--- config.mk ---
export PLATFORM = sky130hd
export DESIGN_NAME = pix_timer
export DESIGN_NICKNAME = d
export VERILOG_FILES = /design/src/rtl/pix_timer.sv
export SDC_FILE = /design/constraint.sdc
export NUM_CORES = 1
export LEC_CHECK = 0
export BUFFER_PORTS_ARGS = -buffer_cell sky130_fd_sc_hd__buf_2
export CORE_UTILIZATION = 45
export CTS_CLUSTER_DIAMETER = 100
export DETAILED_ROUTE_END_ITERATION = 12
export GPL_ROUTABILITY_DRIVEN = 0
export HOLD_SLACK_MARGIN = 0.08
export PLACE_DENSITY_LB_ADDON = 0.15
export SETUP_SLACK_MARGIN = 0.3
export SLEW_MARGIN = 15
export SYNTH_ARGS = -nofsm -noshare
export SYNTH_HDL_FRONTEND = slang
export SYNTH_SLANG_ARGS = --single-unit
--- constraint.sdc ---
create_clock -name clk -period 1.9 [get_ports clk]
set_input_delay 0.095 -clock clk [delete_from_list [all_inputs] [get_ports clk]]
set_output_delay 0.095 -clock clk [all_outputs]
set_load 0.02 [all_outputs]
--- src/rtl/pix_timer.sv ---
module pix_timer #(
  parameter int ADDR_W = 16,
  parameter int CT_W   = 14,
  parameter int FT_W   = 4,
  parameter int TOT_W  = 10,
  parameter int EC_W   = 10,
  parameter int IT_W   = 14,
  localparam int WORD_W = ADDR_W + CT_W + TOT_W + FT_W
) (
  input  logic              clk,
  input  logic              rst_n,
  input  logic              sync_tick,
  input  logic [CT_W-1:0]   coarse_ts,
  input  logic [1:0]        mode,
  input  logic              shutter,
  input  logic              discr,
  input  logic [ADDR_W-1:0] pix_addr,
  input  logic              rd_ack,
  output logic              hit_valid,
  output logic [WORD_W-1:0] hit_word,
  output logic              fast_req
);
  localparam int PAD_W = WORD_W - ADDR_W - EC_W - IT_W;
  localparam logic [TOT_W-1:0] TOT_MAX = '1;
  localparam logic [EC_W-1:0]  EC_MAX  = '1;
  localparam logic [IT_W-1:0]  IT_MAX  = '1;

  typedef enum logic [1:0] {S_IDLE, S_FINE, S_TOT} st_t;

  st_t              st;
  logic             discr_q, shut_q;
  logic [FT_W-1:0]  fine;
  logic [CT_W-1:0]  crs;
  logic [TOT_W-1:0] tot;
  logic [EC_W-1:0]  evc;
  logic [IT_W-1:0]  itot;

  wire ev_mode  = (mode == 2'b10);
  wire toa_only = (mode == 2'b01);
  wire rise     = discr & ~discr_q;
  wire sh_rise  = shutter & ~shut_q;
  wire sh_fall  = ~shutter & shut_q;

  assign fast_req = (st == S_FINE);

  always_ff @(posedge clk or negedge rst_n) begin
    if (!rst_n) begin
      st        <= S_IDLE;
      discr_q   <= 1'b0;
      shut_q    <= 1'b0;
      fine      <= '0;
      crs       <= '0;
      tot       <= '0;
      evc       <= '0;
      itot      <= '0;
      hit_valid <= 1'b0;
      hit_word  <= '0;
    end else begin
      discr_q <= discr;
      shut_q  <= shutter;
      if (hit_valid && rd_ack) hit_valid <= 1'b0;
      if (ev_mode) begin
        if (sh_rise) begin
          evc  <= '0;
          itot <= '0;
        end else if (shutter) begin
          if (rise && evc != EC_MAX) evc <= evc + 1'b1;
          if (discr && sync_tick && itot != IT_MAX) itot <= itot + 1'b1;
        end
        if (sh_fall) begin
          hit_valid <= 1'b1;
          hit_word  <= {pix_addr, {PAD_W{1'b0}}, evc, itot};
        end
      end else begin
        case (st)
          S_IDLE: if (rise && shutter && !hit_valid) begin
            st   <= S_FINE;
            fine <= '0;
          end
          S_FINE: begin
            if (sync_tick) begin
              crs <= coarse_ts;
              tot <= '0;
              if (toa_only || !discr) begin
                st        <= S_IDLE;
                hit_valid <= 1'b1;
                hit_word  <= {pix_addr, coarse_ts, {TOT_W{1'b0}}, fine};
              end else begin
                st <= S_TOT;
              end
            end else begin
              fine <= fine + 1'b1;
            end
          end
          S_TOT: begin
            if (!discr) begin
              st        <= S_IDLE;
              hit_valid <= 1'b1;
              hit_word  <= {pix_addr, crs, tot, fine};
            end else if (sync_tick && tot != TOT_MAX) begin
              tot <= tot + 1'b1;
            end
          end
          default: st <= S_IDLE;
        endcase
      end
    end
  end

  a_r2_fast_stops: assert property (@(posedge clk) disable iff (!rst_n)
    (fast_req && sync_tick) |=> !fast_req);

  a_r8_pending_blocks: assert property (@(posedge clk) disable iff (!rst_n)
    hit_valid |-> !fast_req);

  a_r7_word_held: assert property (@(posedge clk) disable iff (!rst_n)
    (hit_valid && !rd_ack && !(ev_mode && sh_fall)) |=> (hit_valid && $stable(hit_word)));

  a_r7_ack_clears: assert property (@(posedge clk) disable iff (!rst_n)
    (hit_valid && rd_ack && !(ev_mode && sh_fall)) |=> !hit_valid);

  a_r4_tot_no_overflow: assert property (@(posedge clk) disable iff (!rst_n)
    (st == S_TOT && tot == TOT_MAX) |=> tot == TOT_MAX);

  a_r9_evc_no_overflow: assert property (@(posedge clk) disable iff (!rst_n)
    (ev_mode && !sh_rise && evc == EC_MAX) |=> evc == EC_MAX);

  a_r9_itot_no_overflow: assert property (@(posedge clk) disable iff (!rst_n)
    (ev_mode && !sh_rise && itot == IT_MAX) |=> itot == IT_MAX);
endmodule

Word level (Yosys, flattened, before mapping)
Index checks and enable logic that the tools add are counted.

storage, ports and cells
  memories kept = 0
  word-level logic and storage cells = 93
  latch bits = 0
  register bits after elaboration = 101
  memory bits (writable) = 0
  output and inout port bits = 46
  input bits = 38
  bits in read-only memories = 0

operators by class
  bitwise operators = 7
  multiplexer cells = 31
  order comparisons = 0
  equal/unequal tests = 17
  $mul = 0
  shift operators = 0
  $add $sub $neg = 4
  reductions and logical operators = 24
  div/mod/pow operators = 0

operators by type and width
  cell                     count
  $mux W44                 5
  $pmux W44 S2             1
  $mux W10                 6
  $mux W14                 3
  $add A10 B1 Y10 const B  2
  $ne A10 B10 Y1 const B   2
  $pmux W10 S2             1
  $add A14 B1 Y14 const B  1
  $ne A14 B14 Y1 const B   1
  $ne A2 B2 Y1 const B     6
  $reduce_and A5 Y1        2
  $reduce_bool A2 Y1       5
  $reduce_and A3 Y1        3
  $mux W2                  4
  $mux W4                  2
  $pmux W4 S2              1
  $reduce_and A4 Y1        2
  $logic_and A1 B1 Y1      7
  $mux W1                  6
  $pmux W2 S3              1
  $add A4 B1 Y4 const B    1
  $eq A2 B1 Y1 const B     2
  $eq A2 B2 Y1 const B     2
  $not A1 Y1               4
  10 further kinds         13

Longest topological paths before layout
  word-level depth = 6
  gate-level depth with buffers = 10
  depth with buffers taken out = 7

Worst setup path after synthesis
OpenSTA, ideal clock, no wires.

  kind = reg-to-reg
  from = register st[0]
  to = register hit_word[29]
  data required time = 1.775 ns
  setup slack = -0.184 ns
  cell stages (with the launch flop) = 7
  data arrival time = 1.959 ns
  setup time = 0.125 ns
  clock period less this slack = 2.084 ns
  path buffers = 1
  cell sequence = dfrtp_1 ha_1 nand2_1 a21oi_1 o31ai_2 buf_2 mux2_2

on the way
  longest elaborated chain between the ends = 3
  elaborated cells between the ends (all ways) = 9
  those cells by class = 5 x eq/ne; 2 x mux; 2 x reduce/logical

ends and longest elaborated chain
  element                                                         RTL line  source
  start: declaration                                              30        st_t st;
  start signal: assignment                                        48        st <= S_IDLE;
  start signal: assignment                                        77        st <= S_FINE;
  start signal: assignment                                        85        st <= S_IDLE;
  $eq A2 B1 Y1 (*)                                                --
  via fast_req                                                    21        output logic fast_req
  $ne A3 B1 Y1 (no source line), or another cell as far along     --
  $reduce_and A5 Y1 (no source line) or $mux W44 (tied branches)  --
  end signal: assignment                                          72        hit_word <= {pix_addr, {PAD_W{1'b0}}, evc, itot};
  end signal: assignment                                          87        hit_word <= {pix_addr, coarse_ts, {TOT_W{1'b0}}, fine};
  end signal: assignment                                          99        hit_word <= {pix_addr, crs, tot, fine};
  end: declaration                                                20        output logic [WORD_W-1:0] hit_word,

The timed path passes the listed nets; every way through them passes the cells marked *.
A chain may end at the register's enable or synchronous reset.

Worst setup path after layout
  from = register st[1]
  to = register hit_word[41]

on the way
  longest elaborated chain between the ends = 3
  elaborated cells between the ends (all ways) = 9
  those cells by class = 5 x eq/ne; 2 x mux; 2 x reduce/logical

ends and longest elaborated chain
  element                                                         RTL line  source
  $eq A2 B1 Y1 or $eq A2 B2 Y1 (tied branches)                    75        case (st)
  $ne A3 B1 Y1 (no source line), or another cell as far along     --
  $reduce_and A5 Y1 (no source line) or $mux W44 (tied branches)  --

Several ways; a longest one is shown, not always the timed one.

==> flow_metrics.tcl <==
set metrics [dict create \
    yosys.area.top_type "dfrtp_1" \
    synthToLayoutAreaGrowth_pct 49.8 \
    p_per_area_mw_per_mm2 1120 \
    io_pins 84 \
    placedInstanceArea_mm2 0.00584 \
    cts_tree "built" \
    drt_pass1_iterations 5 \
    crit_path_max_fanout 9 \
    synth_area_leaders "dfrtp_1, mux2_2, o21ai_0" \
    drc 0 \
    holdPathStages 3 \
    vias 4599 \
    tightest_slew_ns 0.545 \
    fmax_mhz 509 \
    ys_top_cells_by_count "dfrtp_1, nand2_1, o21ai_0, mux2_2, nor2_1" \
    clk_latency_ns 0.37 \
    use_met1_pct 30.8 \
    clock-sinks 101 \
    grt_pass1_wl_mm 21.2 \
    ir_worst_vdd_mv 0.706 \
    placed_cells 732 \
    final-setup-viol-count 16 \
    yosysUniqueCellTypes 42 \
    synth_compound_area_share_pct 16.4 \
    cp.required_ns 2.15 \
    avgSynthCellArea_um2 9.82 \
    die_area_mm2 0.0114 \
    antenna_found_initial 0 \
    core-area_mm2 0.0105 \
    cts_buffer_depth 2 \
    drive_gt1_share_pct 46.2 \
    register_area_mm2 0.00253 \
    ys_warn_count 0 \
    port_buffers 83 \
    slowest_delay_ns 0.43 \
    wl_mm 14.4 \
    cp-start-kind "flip-flop" \
    power_leakage_nw 3.37 \
    hold_end "fine[1]$_DFFE_PN0P_" \
    hp-class "in2reg" \
    fillers 783 \
    status "complete, but fails checks" \
    path_clk_slew_ns 0.09 \
    relSlewSlack_pct 63.6 \
    htreeDepth 3 \
    synth_top_family_by_area "simple AND/OR/NAND/NOR gates" \
    multi_input_area_mm2 0.00302 \
    r2r_cells 7 \
    cts_root_buffer "clkbuf_8" \
    slew_viol_final 0 \
    grt_max_degree 69 \
    rrSetupSlack_ns -0.06 \
    nets 718 \
    synth-edff-count 0 \
    die_h_um 107 \
    violations "negative setup slack" \
    synth_seq_cells 101 \
    fp-row-count 37 \
    slowest_stage "dfrtp_1" \
    stdcell_area_mm2 0.00741 \
    yosys.area_share.adder_pct 1.77 \
    finalHoldViolations 0 \
    initial_core_util_pct 47.1 \
    finalCritPeriodShare_pct 103 \
    die_x_um 107 \
    arrival_ns 2.21 \
    ant_nets 0 \
    vias_per_cell 5.65 \
    post-synth-top-area-fraction_pct 51.1 \
    syn_area_mm2 0.00495 \
    rr_startpoint "st[1]$_DFFE_PN0P_" \
    cts_buffers 9 \
    wl_per_cell_um 17.7 \
    period_needed_ns 1.96 \
    grtUsageMet2_pct 40.6 \
    busiest_layer "met2" \
    gr-total-overflow 0 \
    hold_ws_ns 0.153 \
    clock_skew_ns 0.0120 \
    r2r_end "hit_word[41]$_DFFE_PN0P_" \
    synthXorXnorAreaFrac_pct 0 \
    worst_slack_ns -0.0637 \
    final-instance-count-excl-fill 814 \
    yosysSeqAreaShare_pct 51.1 \
    drt_iter0_markers 236 \
    grt_pass1_vias 4351 \
    crit_chain "ha_4 > or3b_4 > a21oi_4 > o31ai_4 > buf_12 > buf_8 > mux2_2" \
    drv_cap 0 \
    synth_fp_nets 549 \
    crit_path_end_kind "flip-flop" \
    dpl.hpwl_mm 8.41 \
    worstHoldStart "sync_tick" \
    grt_use_met3_pct 4.38 \
    rsz0062_at_grt "true" \
    yosys.area_share.simple_pct 16.5 \
    async_flop_share_pct 100 \
    ys.flop_type "dfrtp_1" \
    gr-usage-all-layers_pct 23.7 \
    postSynthCellCount 504 \
    yosysMostFrequentCell "dfrtp_1" \
    synth.mux.area_fraction_pct 11.1 \
    critPathKind "reg2reg" \
    n_antenna_cell 0 \
]
[cells by family (layout without fill, tap and decap cells)]
| kind of cell | count (synthesis) | in the layout |
|---|---|---|
| DFF | 101 | 101 |
| muxes | 51 | 51 |
| AOI/OAI and AO/OA | 136 | 137 |
| adders and majority gates | 7 | 7 |
| and+or+nand+nor | 172 | 173 |
| buffers and inverters | 37 | 209 |
[what timing repair did]
action / 4_1_cts / 5_1_grt
cloned: 2 / 5
setup endpoints to repair: 93 / 98
endpoints found under the hold margin: 135 / 0
buffers inserted: 15 / 9
hold buffers: 35 / 0
pin swaps: 13 / 28
gates resized for setup: 78 / 133
[worst max path at each step]
stage | startpoint | end | slack, ns
after floorplan | st[0]$_DFFE_PN0P_ | tot[6]$_DFFE_PN0P_ | -0.06
after global placement | st[0]$_DFFE_PN0P_ | hit_word[2]$_DFFE_PN0P_ | -0.29
after detailed placement | st[0]$_DFFE_PN0P_ | hit_word[2]$_DFFE_PN0P_ | -0.39
after CTS | st[0]$_DFFE_PN0P_ | hit_word[41]$_DFFE_PN0P_ | -0.01
after global routing | st[1]$_DFFE_PN0P_ | hit_word[42]$_DFFE_PN0P_ | -0.11
final | st[1]$_DFFE_PN0P_ | hit_word[41]$_DFFE_PN0P_ | -0.06
[routing by layer]
metal	vias up	share of wire (%)
li1	2160	-
met1	2296	42
met2	127	53
met3	16	4.0
met4	0	1.1
met5	-	0
[critical path, delay by kind of cell (launching register included)]
family	cells	cell delay, ns
flip-flops	1	0.43
AND/OR/NAND/NOR	1	0.41
buffers and inverters	2	0.30
multiplexers	1	0.27
AO/OA/AOI/OAI	2	0.26
adder cells (fa/ha/maj)	1	0.19
[placed cells by master, fill, tap and decap left out, drive strengths merged, types with 2 or more instances in the layout]
master,count
clkinv,5
nor3,9
nand4,6
o31ai,17
a31oi,7
or3,3
o211ai,2
or4,2
nand2,70
inv,5
o21ai,62
o311ai,3
a22o,4
nand2b,8
o41ai,4
mux2,31
ha,7
and2,5
and3,9
buf,150
a21o,4
nor2,30
clkbuf,14
or4b,2
mux2i,20
dlygate4sd3,35
nor2b,2
a21oi,29
dfrtp,101
nand3,20
nand4b,2
and4,2
[per-stage QoR]
step	setup slack, ns	utilization (%)	TNS, ns	total power [mW]
global placement	-0.285	55.6	-11.72	5.88
CTS	-0.0131	64.1	-0.0606	7.74
finish	-0.0637	70.5	-0.620	8.33
global route	-0.110	70.5	-1.63	8.80
detailed placement	-0.394	55.6	-15.10	5.99
floorplan	-0.0601	-	-0.155	4.96
[registers in the layout, summed over array words and instances, names as in the netlist]
name,cells
itot,14
hit_valid,1
crs,14
st,2
fine,4
shut_q,1
hit_word,44
discr_q,1
evc,10
tot,10
[power by group]
group | switching, mW | internal, mW | leakage, nW | total (mW)
logic | 2.00 | 1.89 | 1.98 | 3.89
registers | 0.434 | 2.74 | 1.30 | 3.18
clock network | 0.751 | 0.516 | 0.0933 | 1.27
total | 3.19 | 5.15 | 3.37 | 8.33
[layout make-up]
cell class,instances,area share [%]
clock buffers,11,1.91
clock inverters,5,0.490
inverters,5,0.253
multi-input cells,368,40.7
flip-flops and latches,101,34.2
well taps,136,2.30
repair buffers,188,20.2
No activity file was read; power rests on OpenSTA's default activity.
